`src/rtl/regstack_renamer.sv`:
```
module regstack_renamer #(
  parameter int PHYS   = 128,
  parameter int MDEPTH = 16,
  parameter int AW     = 16
) (
  input  logic              clk,
  input  logic              rst_n,
  input  logic [20:0]       vreg_i,
  output logic [3*$clog2(PHYS)-1:0] phys_o,
  output logic [2:0]        glob_o,
  output logic [2:0]        oof_o,
  input  logic              call_i,
  input  logic              alloc_i,
  input  logic [6:0]        alloc_loc_i,
  input  logic [6:0]        alloc_out_i,
  input  logic [6:0]        alloc_rot_i,
  input  logic              ret_i,
  output logic              busy_o,
  output logic              err_o,
  output logic              mem_valid_o,
  output logic              mem_we_o,
  output logic [AW-1:0]     mem_addr_o,
  output logic [$clog2(PHYS)-1:0] mem_phys_o,
  input  logic              mem_ready_i
);
  localparam int VW   = 7;
  localparam int PW   = $clog2(PHYS);
  localparam int CW   = PW + 1;
  localparam int TW   = $clog2(MDEPTH);
  localparam logic [PW:0] PHYS_W = (PW+1)'(PHYS);
  localparam logic [CW:0] PHYS_C = (CW+1)'(PHYS);
  localparam logic [7:0]  MAXF   = 8'd96;

  logic [PW-1:0] bof;
  logic [6:0]    sof, sol;
  logic [CW-1:0] ndirty, spill_left;
  logic [6:0]    fill_left;
  logic [AW-1:0] bsp;
  logic [TW:0]   sp;
  logic          err;

  logic [PW-1:0] mk_bof [MDEPTH];
  logic [6:0]    mk_sof [MDEPTH];
  logic [6:0]    mk_sol [MDEPTH];

  function automatic logic [PW-1:0] wrap(input logic [PW:0] a);
    logic [PW:0] t;
    t = (a >= PHYS_W) ? a - PHYS_W : a;
    return t[PW-1:0];
  endfunction

  logic busy, spilling, xfer;
  assign spilling = |spill_left;
  assign busy     = spilling || (|fill_left);
  assign xfer     = busy && mem_ready_i;

  logic do_call, do_alloc, do_ret;
  assign do_call  = !busy && call_i;
  assign do_alloc = !busy && !call_i && alloc_i;
  assign do_ret   = !busy && !call_i && !alloc_i && ret_i;

  logic [7:0]    asum;
  logic          alloc_ok;
  logic [CW:0]   need;
  logic [CW-1:0] spill_need;
  assign asum       = {1'b0, alloc_loc_i} + {1'b0, alloc_out_i};
  assign alloc_ok   = (asum <= MAXF) && ({1'b0, alloc_rot_i} <= asum);
  assign need       = (CW+1)'(ndirty) + (CW+1)'(asum);
  assign spill_need = (need > PHYS_C) ? CW'(need - PHYS_C) : '0;

  logic          push_ok, pop_ok;
  logic [TW-1:0] top;
  logic [6:0]    t_sol;
  logic          t_short;
  assign push_ok = sp < (TW+1)'(MDEPTH);
  assign pop_ok  = sp != '0;
  assign top     = TW'(sp - 1'b1);
  assign t_sol   = mk_sol[top];
  assign t_short = ndirty < CW'(t_sol);

  always_ff @(posedge clk) begin
    if (!rst_n) begin
      bof <= '0; sof <= '0; sol <= '0;
      ndirty <= '0; spill_left <= '0; fill_left <= '0;
      bsp <= '0; sp <= '0; err <= 1'b0;
    end else begin
      if (xfer) begin
        if (spilling) begin
          spill_left <= spill_left - 1'b1;
          ndirty     <= ndirty - 1'b1;
          bsp        <= bsp + 1'b1;
        end else begin
          fill_left  <= fill_left - 1'b1;
          bsp        <= bsp - 1'b1;
        end
      end
      if (do_call) begin
        if (push_ok) begin
          bof    <= wrap({1'b0, bof} + (PW+1)'(sol));
          sof    <= sof - sol;
          sol    <= '0;
          ndirty <= ndirty + CW'(sol);
          sp     <= sp + 1'b1;
        end else err <= 1'b1;
      end
      if (do_alloc) begin
        if (alloc_ok) begin
          sof        <= asum[6:0];
          sol        <= alloc_loc_i;
          spill_left <= spill_need;
        end else err <= 1'b1;
      end
      if (do_ret) begin
        if (pop_ok) begin
          bof <= mk_bof[top];
          sof <= mk_sof[top];
          sol <= t_sol;
          sp  <= sp - 1'b1;
          if (t_short) begin
            ndirty    <= '0;
            fill_left <= t_sol - ndirty[6:0];
          end else begin
            ndirty    <= ndirty - CW'(t_sol);
          end
        end else err <= 1'b1;
      end
    end
  end

  always_ff @(posedge clk) begin
    if (do_call && push_ok) begin
      mk_bof[sp[TW-1:0]] <= bof;
      mk_sof[sp[TW-1:0]] <= sof;
      mk_sol[sp[TW-1:0]] <= sol;
    end
  end

  for (genvar k = 0; k < 3; k++) begin : g_port
    logic [VW-1:0] v, off;
    logic          stk;
    assign v   = vreg_i[k*VW +: VW];
    assign stk = v >= VW'(32);
    assign off = v - VW'(32);
    assign glob_o[k] = !stk;
    assign oof_o[k]  = stk && (off >= sof);
    assign phys_o[k*PW +: PW] = stk ? wrap({1'b0, bof} + (PW+1)'(off)) : PW'(v);
  end

  assign busy_o      = busy;
  assign err_o       = err;
  assign mem_valid_o = busy;
  assign mem_we_o    = spilling;
  assign mem_addr_o  = spilling ? bsp : bsp - 1'b1;
  assign mem_phys_o  = spilling ? wrap({1'b0, bof} + PHYS_W - ndirty)
                                : wrap({1'b0, bof} + (PW+1)'(fill_left) - 1'b1);

  a_r3_frame_limit: assert property (@(posedge clk) disable iff (!rst_n)
    sof <= 7'd96);
  a_r7_capacity: assert property (@(posedge clk) disable iff (!rst_n)
    !busy |-> (CW+1)'(ndirty) + (CW+1)'(sof) <= PHYS_C);
  a_r9_hold: assert property (@(posedge clk) disable iff (!rst_n)
    mem_valid_o && !mem_ready_i |=> mem_valid_o && $stable(mem_phys_o)
      && $stable(mem_addr_o) && $stable(mem_we_o));
  a_r9_freeze: assert property (@(posedge clk) disable iff (!rst_n)
    busy_o && (call_i || alloc_i || ret_i) |=> $stable(sof) && $stable(bof) && $stable(sp));
  a_r4_call: assert property (@(posedge clk) disable iff (!rst_n)
    do_call && push_ok |=> sol == '0 && sof == $past(sof) - $past(sol));
  a_r6_depth: assert property (@(posedge clk) disable iff (!rst_n)
    sp <= (TW+1)'(MDEPTH));
  a_r10_sticky: assert property (@(posedge clk) disable iff (!rst_n)
    err_o |=> err_o);
endmodule

```
`config.mk`:
```
export PLATFORM = sky130hd
export DESIGN_NAME = regstack_renamer
export DESIGN_NICKNAME = d
export VERILOG_FILES = /design/src/rtl/regstack_renamer.sv
export SDC_FILE = /design/constraint.sdc
export NUM_CORES = 1
export LEC_CHECK = 0
export BUFFER_PORTS_ARGS = -buffer_cell sky130_fd_sc_hd__buf_2
export CAP_MARGIN = 20
export CORE_UTILIZATION = 35
export DETAILED_ROUTE_END_ITERATION = 6
export HOLD_SLACK_MARGIN = 0.08
export MAX_ROUTING_LAYER = met4
export PLACE_DENSITY_LB_ADDON = 0.12
export SYNTH_ARGS = -nofsm -noshare
export SYNTH_HDL_FRONTEND = slang
export SYNTH_SLANG_ARGS = --single-unit
```
`constraint.sdc`:
```
create_clock -name clk -period 6.53 [get_ports clk]
set_clock_uncertainty 0.15 [all_clocks]
set_input_delay 1.959 -clock clk [delete_from_list [all_inputs] [get_ports clk]]
set_output_delay 1.959 -clock clk [all_outputs]
set_load 0.03 [all_outputs]
```
== Word level (Yosys, flattened, before mapping) ==
Memories as Yosys holds them, arrays and structs flattened.
Cells that the tools add are included.

* Output and inout bits: 54
* Bits in writable memories: 336
* Register bits: 66
* Memories: 3
* Input port bits: 48

{| class="wikitable"
|+ Memory list
! memory !! depth !! bits a word !! rd ports !! clocked after Yosys merged registers in !! wr ports !! RTL line !! text
|-
| mk_bof || 16 || 7 || 1 || 0 || 1 || 42 || <nowiki>logic [PW-1:0] mk_bof [MDEPTH];</nowiki>
|-
| mk_sof || 16 || 7 || 1 || 0 || 1 || 43 || <nowiki>logic [6:0] mk_sof [MDEPTH];</nowiki>
|-
| mk_sol || 16 || 7 || 1 || 0 || 1 || 44 || <nowiki>logic [6:0] mk_sol [MDEPTH];</nowiki>
|}

* Order comparisons: 17
* Muxes and demuxes: 57
* $add $sub $neg: 31
* Reductions and logical operators: 21

{| class="wikitable"
|+ Operators with widths
! operator !! count
|-
| 7-bit two-way mux || 31
|-
| 8-bit two-way mux || 12
|-
| 7-bit by 1-bit subtractor with 7-bit output (second input constant) || 7
|-
| 7-bit by 7-bit adder with 8-bit output || 6
|-
| 8-bit greater-or-equal comparator (second input constant) || 6
|-
| 16-bit two-way mux || 2
|-
| 8-bit by 1-bit subtractor with 8-bit output (second input constant) || 3
|-
| 7-bit by 6-bit greater-or-equal comparator with 1-bit output (second input constant) || 3
|-
| 7-bit greater-or-equal comparator || 3
|-
| 7-bit by 6-bit subtractor with 7-bit output (second input constant) || 3
|-
| 5-bit two-way mux || 4
|-
| 16-bit by 1-bit adder with 16-bit output (second input constant) || 1
|-
| 16-bit by 1-bit subtractor with 16-bit output (second input constant) || 1
|-
| 7-bit subtractor || 2
|-
| 1-bit logical AND || 11
|-
| 8-bit by 8-bit adder with 9-bit output || 1
|-
| 9-bit by 8-bit greater-than comparator with 1-bit output (second input constant) || 1
|-
| 7-bit by 8-bit adder with 8-bit output (second input constant) || 1
|-
| 8-bit by 7-bit adder with 8-bit output || 1
|-
| 7-bit by 8-bit less-or-equal comparator with 1-bit output || 1
|-
| 8-bit by 7-bit less-or-equal comparator with 1-bit output (second input constant) || 1
|-
| 8-bit by 7-bit less-than comparator with 1-bit output || 1
|-
| 1-bit two-way mux || 8
|-
| 8-bit OR reduction || 1
|-
| 10 further kinds || 15
|}

== Depth between registers and ports, before layout ==
* Word-level depth: 9
* Depth in mapped cells: 19
* Mapped depth without buffers: 15

== Least setup slack after synthesis ==
Ideal clock, no wire load.

* Path type: input port to output port
* Start: input vreg_i[0]
* End: output phys_o[6]
* Data required time: 4.421 ns
* Path slack: 0.596 ns
* Buffers on the path: 0
* Stages on the path: 10
* Data arrival time: 3.825 ns
* Cell sequence: ha_1 inv_1 fa_1 inv_1 a21oi_1 o21bai_1 a21o_1 a21oi_1 xnor2_1 o21ai_0

* Word-level cells in the longest chain between the ends: 5

{| class="wikitable"
|+ RTL lines
! what !! RTL line !! text
|-
| start: declaration || 8 || <nowiki>input logic [20:0] vreg_i,</nowiki>
|-
| 7-bit by 6-bit subtractor with 7-bit output || 143 || <nowiki>assign off = v - VW'(32);</nowiki>
|-
| 7-bit by 7-bit adder with 8-bit output || 146 || <nowiki>assign phys_o[k*PW +: PW] = stk ? wrap({1'b0, bof} + (PW+1)'(off)) : PW'(v);</nowiki>
|-
| 7-bit by 1-bit subtractor with 7-bit output / 8-bit greater-or-equal comparator (equally long branches) || 48 || <nowiki>t = (a >= PHYS_W) ? a - PHYS_W : a;</nowiki>
|-
| 7-bit two-way mux || 48 ||
|-
| 7-bit two-way mux (*) || 146 ||
|-
| end: declaration || 9 || <nowiki>output logic [3*$clog2(PHYS)-1:0] phys_o,</nowiki>
|}

Mark *: on every way between the ends. The rest lies on a longest branch, timed or not.

== Worst setup path in the final report ==
* Start: input vreg_i[14]
* End: output phys_o[20]

The elaborated chain is that of the path after synthesis.

==> results.toml <==
[worst_setup_path]
crit_buf_inv = 4
critical-path-top-delay-family = "compound AO/OA/AOI/OAI gates"
critical_path.cell_chain = "buf_2 -> ha_1 -> inv_1 -> fa_1 -> inv_1 -> a21oi_1 -> o21bai_1 -> a21o_1 -> a21oi_1 -> xnor2_1 -> o21ai_0 -> buf_2"
cp.arrival_ns = 3.84
path_max_fanout = 4
worst_setup_path_start_kind = "input port"
cp_slowest_stage_delay_ns = 0.41
startpoint_of_the_most_critical_register_to_register_path = "sp[0]"
ff2ff_setup_slack_ns = 1.61
r2r.worst_path.cells = 13
crit_required_ns = 4.42
worst_setup_path_end_kind = "primary output"
reg2reg_to = "fill_left[0]"
crit_path_top_delay_cell = "fa_1"
path_class = "in2out"

[die]
floorplan.die.width_um = 245
floorplan.die_area_um2 = 59900
die_y_um = 245
core_um2 = 57900
floorplan.rows = 88
initial_utilization_pct = 35.6
ios = 102

[timing]
achievable-frequency_mhz = 168
grt_setup_unrepaired = "false"
post_route_setup_tns_ns = 0
final_max_slew_viol_count = 0
setup_viol = 0
finalHoldViolations = 0
tightestPinTransition_ns = 0.973
slew_headroom_pct = 35.1
min_period_ns = 5.95
post-route-period-util_pct = 91.1

[clocking]
htree_levels = 2
cts_tree = "yes"
cts.hold.buffers_added = 0
clk_latency_ns = 0.59
cts_root_buffer = "clkbuf_16"
numCtsBuffers = 46
post_cts_resized = 0
cts.sink_count = 402
clk_path_buf_depth = 3
number_of_post_cts_setup_repair_buffers = 0
clk_pin_slew_ns = 0.05

[place]
dp_hpwl_mm = 36.5
portBuffers = 101
place.gp.congestion = 0.864

[detailed_routing]
post-route-drc-count = 0
first_pass_iters = 5
via_count = 12972
dr.first_iter.drc_count = 714
avgViaCountPerCell = 5.24
routed_wire_length_per_instance_um = 22.4
ant_nets = 0
routed_wl_mm = 55.3

[logic_synthesis]
asyncSetResetFlopFracSynth_pct = 0
synth_area_per_cell_um2 = 13.3
ys.warnings.count = 0
synthesis.area_um2 = 20600
synth_cells = 1546
synth_seq_area_share_pct = 55.4
ys_dominant_reg_cell = "edfxtp_1"
synth.largest_area_cell = "edfxtp_1"
synth_fp_nets = 1731
synth_enable_flop_cells = 336
yosys_cell_types = 70
postSynthRegisterBits = 402
share_of_yosys_cell_area_claimed_by_the_top_area_cell_type_pct = 49.0
yosys-top-cells-area = "edfxtp_1 (49%), mux4_2 (11%), ha_1 (7.6%), dfxtp_1 (6.4%), xnor2_1 (2.8%)"

[global_routing]
gr-max-usage-layer = "met2"
met3_usage_pct = 2.61
gr-usage-met2_pct = 32.3
initial_antenna_violation_count = 0
grt_pass1_wl_mm = 83.9
maximum_number_of_pins_on_one_net_before_global_route_repair = 48
globalRouteMet1Util_pct = 24.9
first_global_vias = 13525
globalRoute.totalOverflow = 0
gr_util_all_layers_pct = 19.4

[cells_and_area]
filler_cell_count = 5473
layout.area.seq_um2 = 11400
synthToLayoutAreaGrowth_pct = 15.6
multi_input_comb_area_um2 = 8630
antenna-diode-count = 0
final_nets = 1857
final_layout_size_suffix_gt1_share_pct = 21.4

[worst_hold_path]
min_path_cells = 2
start_point_of_the_worst_min_delay_path = "err_o"
holdPathEnd = "err_o"
min_path_type = "reg2reg"

[run]
drv.max_cap_violation_count = 0

[power_and_ir_drop]
power_uw = 12400
vdd_ir_drop_max_uv = 500
cellPowerDensity_nw_per_um2 = 519
leakage_uw = 0.00870

[status]
outcome = "complete, no violations"
area by class of cell:
class / instances / area share [%]
clock buffers: 48 / 4.95
clock inverters: 37 / 1.82
inverters: 102 / 1.61
multi-input cells: 978 / 36.2
flip-flops and latches: 402 / 47.9
well taps: 765 / 4.02
repair buffers: 142 / 3.50
layout by cell type, fill, tap and decap left out, drive strengths merged, types with 5 or more instances in the layout:
cell type / netlist / final
edfxtp: 336 / 336
buf: 21 / 142
ha: 125 / 125
inv: 101 / 104
mux4: 102 / 102
nand2: 97 / 97
nor2: 97 / 97
o21ai: 86 / 86
a21oi: 82 / 82
xnor2: 67 / 67
dfxtp: 66 / 66
clkbuf: 43 / 48
xor2: 35 / 35
a21o: 28 / 28
nor3: 25 / 25
clkinv: 1 / 25
nor2b: 21 / 21
nand3: 17 / 17
nand2b: 16 / 16
a211oi: 15 / 15
nand4: 15 / 15
nor4: 13 / 13
fa: 12 / 12
a31oi: 9 / 9
o21bai: 9 / 9
mux2: 9 / 9
o21a: 9 / 9
mux2i: 8 / 8
bufinv: 0 / 8
o31a: 7 / 7
o31ai: 6 / 6
and2: 6 / 6
and3: 5 / 5
nor3b: 5 / 5
or3: 5 / 5
o311ai: 5 / 5
layer usage:
layer,vias to the layer above,share of wire [%],wire length [µm]
met5,-,0,0
met4,0,2.3,1280
met3,70,3.2,1760
met2,209,49,27200
met1,6587,45,25000
li1,6106,-,-
kinds of logic after synthesis:
kind of cell,Yosys count,synth area share (%)
buffers and inverters,166,3.12
AOI/OAI and AO/OA,286,8.57
adders and majority gates,137,8.76
and+or+nand+nor,334,7.81
xor gates and xnor gates,102,4.34
muxes,119,12.0
DFF,402,55.4
worst max path at each step:
stage / from / endpoint / depth (start not counted)
CTS: vreg_i[14] / phys_o[20] / 12
global placement: vreg_i[14] / phys_o[20] / 12
finish: vreg_i[14] / phys_o[20] / 12
detailed placement: alloc_loc_i[0] / sol[6] / 17
floorplan: vreg_i[0] / phys_o[6] / 10
global route: vreg_i[7] / phys_o[13] / 12
where the power goes:
group / leakage [µW] / switching [µW] / total, µW / internal, µW
clock network: 0.000800 / 1090 / 2730 / 1640
registers: 0.00370 / 350 / 3460 / 3110
logic: 0.00420 / 3770 / 6180 / 2410
registers in the layout, summed over array words and instances (netlist names):
| signal | count |
|---|---|
| bof | 7 |
| bsp | 16 |
| err_o | 1 |
| fill_left | 7 |
| mk_bof | 112 |
| mk_sof | 112 |
| mk_sol | 112 |
| ndirty | 8 |
| sof | 7 |
| sol | 7 |
| sp | 5 |
| spill_left | 8 |
worst register-to-register path, cell delays in order, from the launching register on:
cell	delay [ns]
dfxtp_4	0.57
buf_4	0.82
mux4_2	0.66
mux4_2	0.58
ha_1	0.26
fa_1	0.39
nor2b_1	0.17
o21ai_0	0.11
nand2b_1	0.12
a21oi_1	0.10
o21a_1	0.32
nand2_1	0.21
mux2_2	0.36
nor2_1	0.07
cells in the mapped netlist, types with 13 or more instances:
library cell / number
a211oi_1: 15
a21o_1: 28
a21oi_1: 81
buf_2: 13
clkbuf_1: 43
dfxtp_1: 66
edfxtp_1: 336
ha_1: 125
inv_1: 100
mux4_2: 102
nand2_1: 96
nand2b_1: 16
nand3_1: 17
nand4_1: 15
nor2_1: 95
nor2b_1: 21
nor3_1: 25
o21ai_0: 85
xnor2_1: 67
xor2_1: 35
stage by stage:
stage | util [%] | cell area, µm² | worst slack, ns | hold slack, ns | std cells
global placement | 38.3 | 22200 | 0.641 | 0.318 | 2388
global route | 41.1 | 23800 | 0.463 | 0.361 | 2474
finish | 41.1 | 23800 | 0.579 | 0.328 | 2474
CTS | 41.1 | 23800 | 0.599 | 0.334 | 2473
detailed placement | 38.3 | 22200 | 0.555 | 0.324 | 2388
floorplan | - | 20600 | 0.596 | 0.302 | 1546
Power figures use the tool's default switching activity.
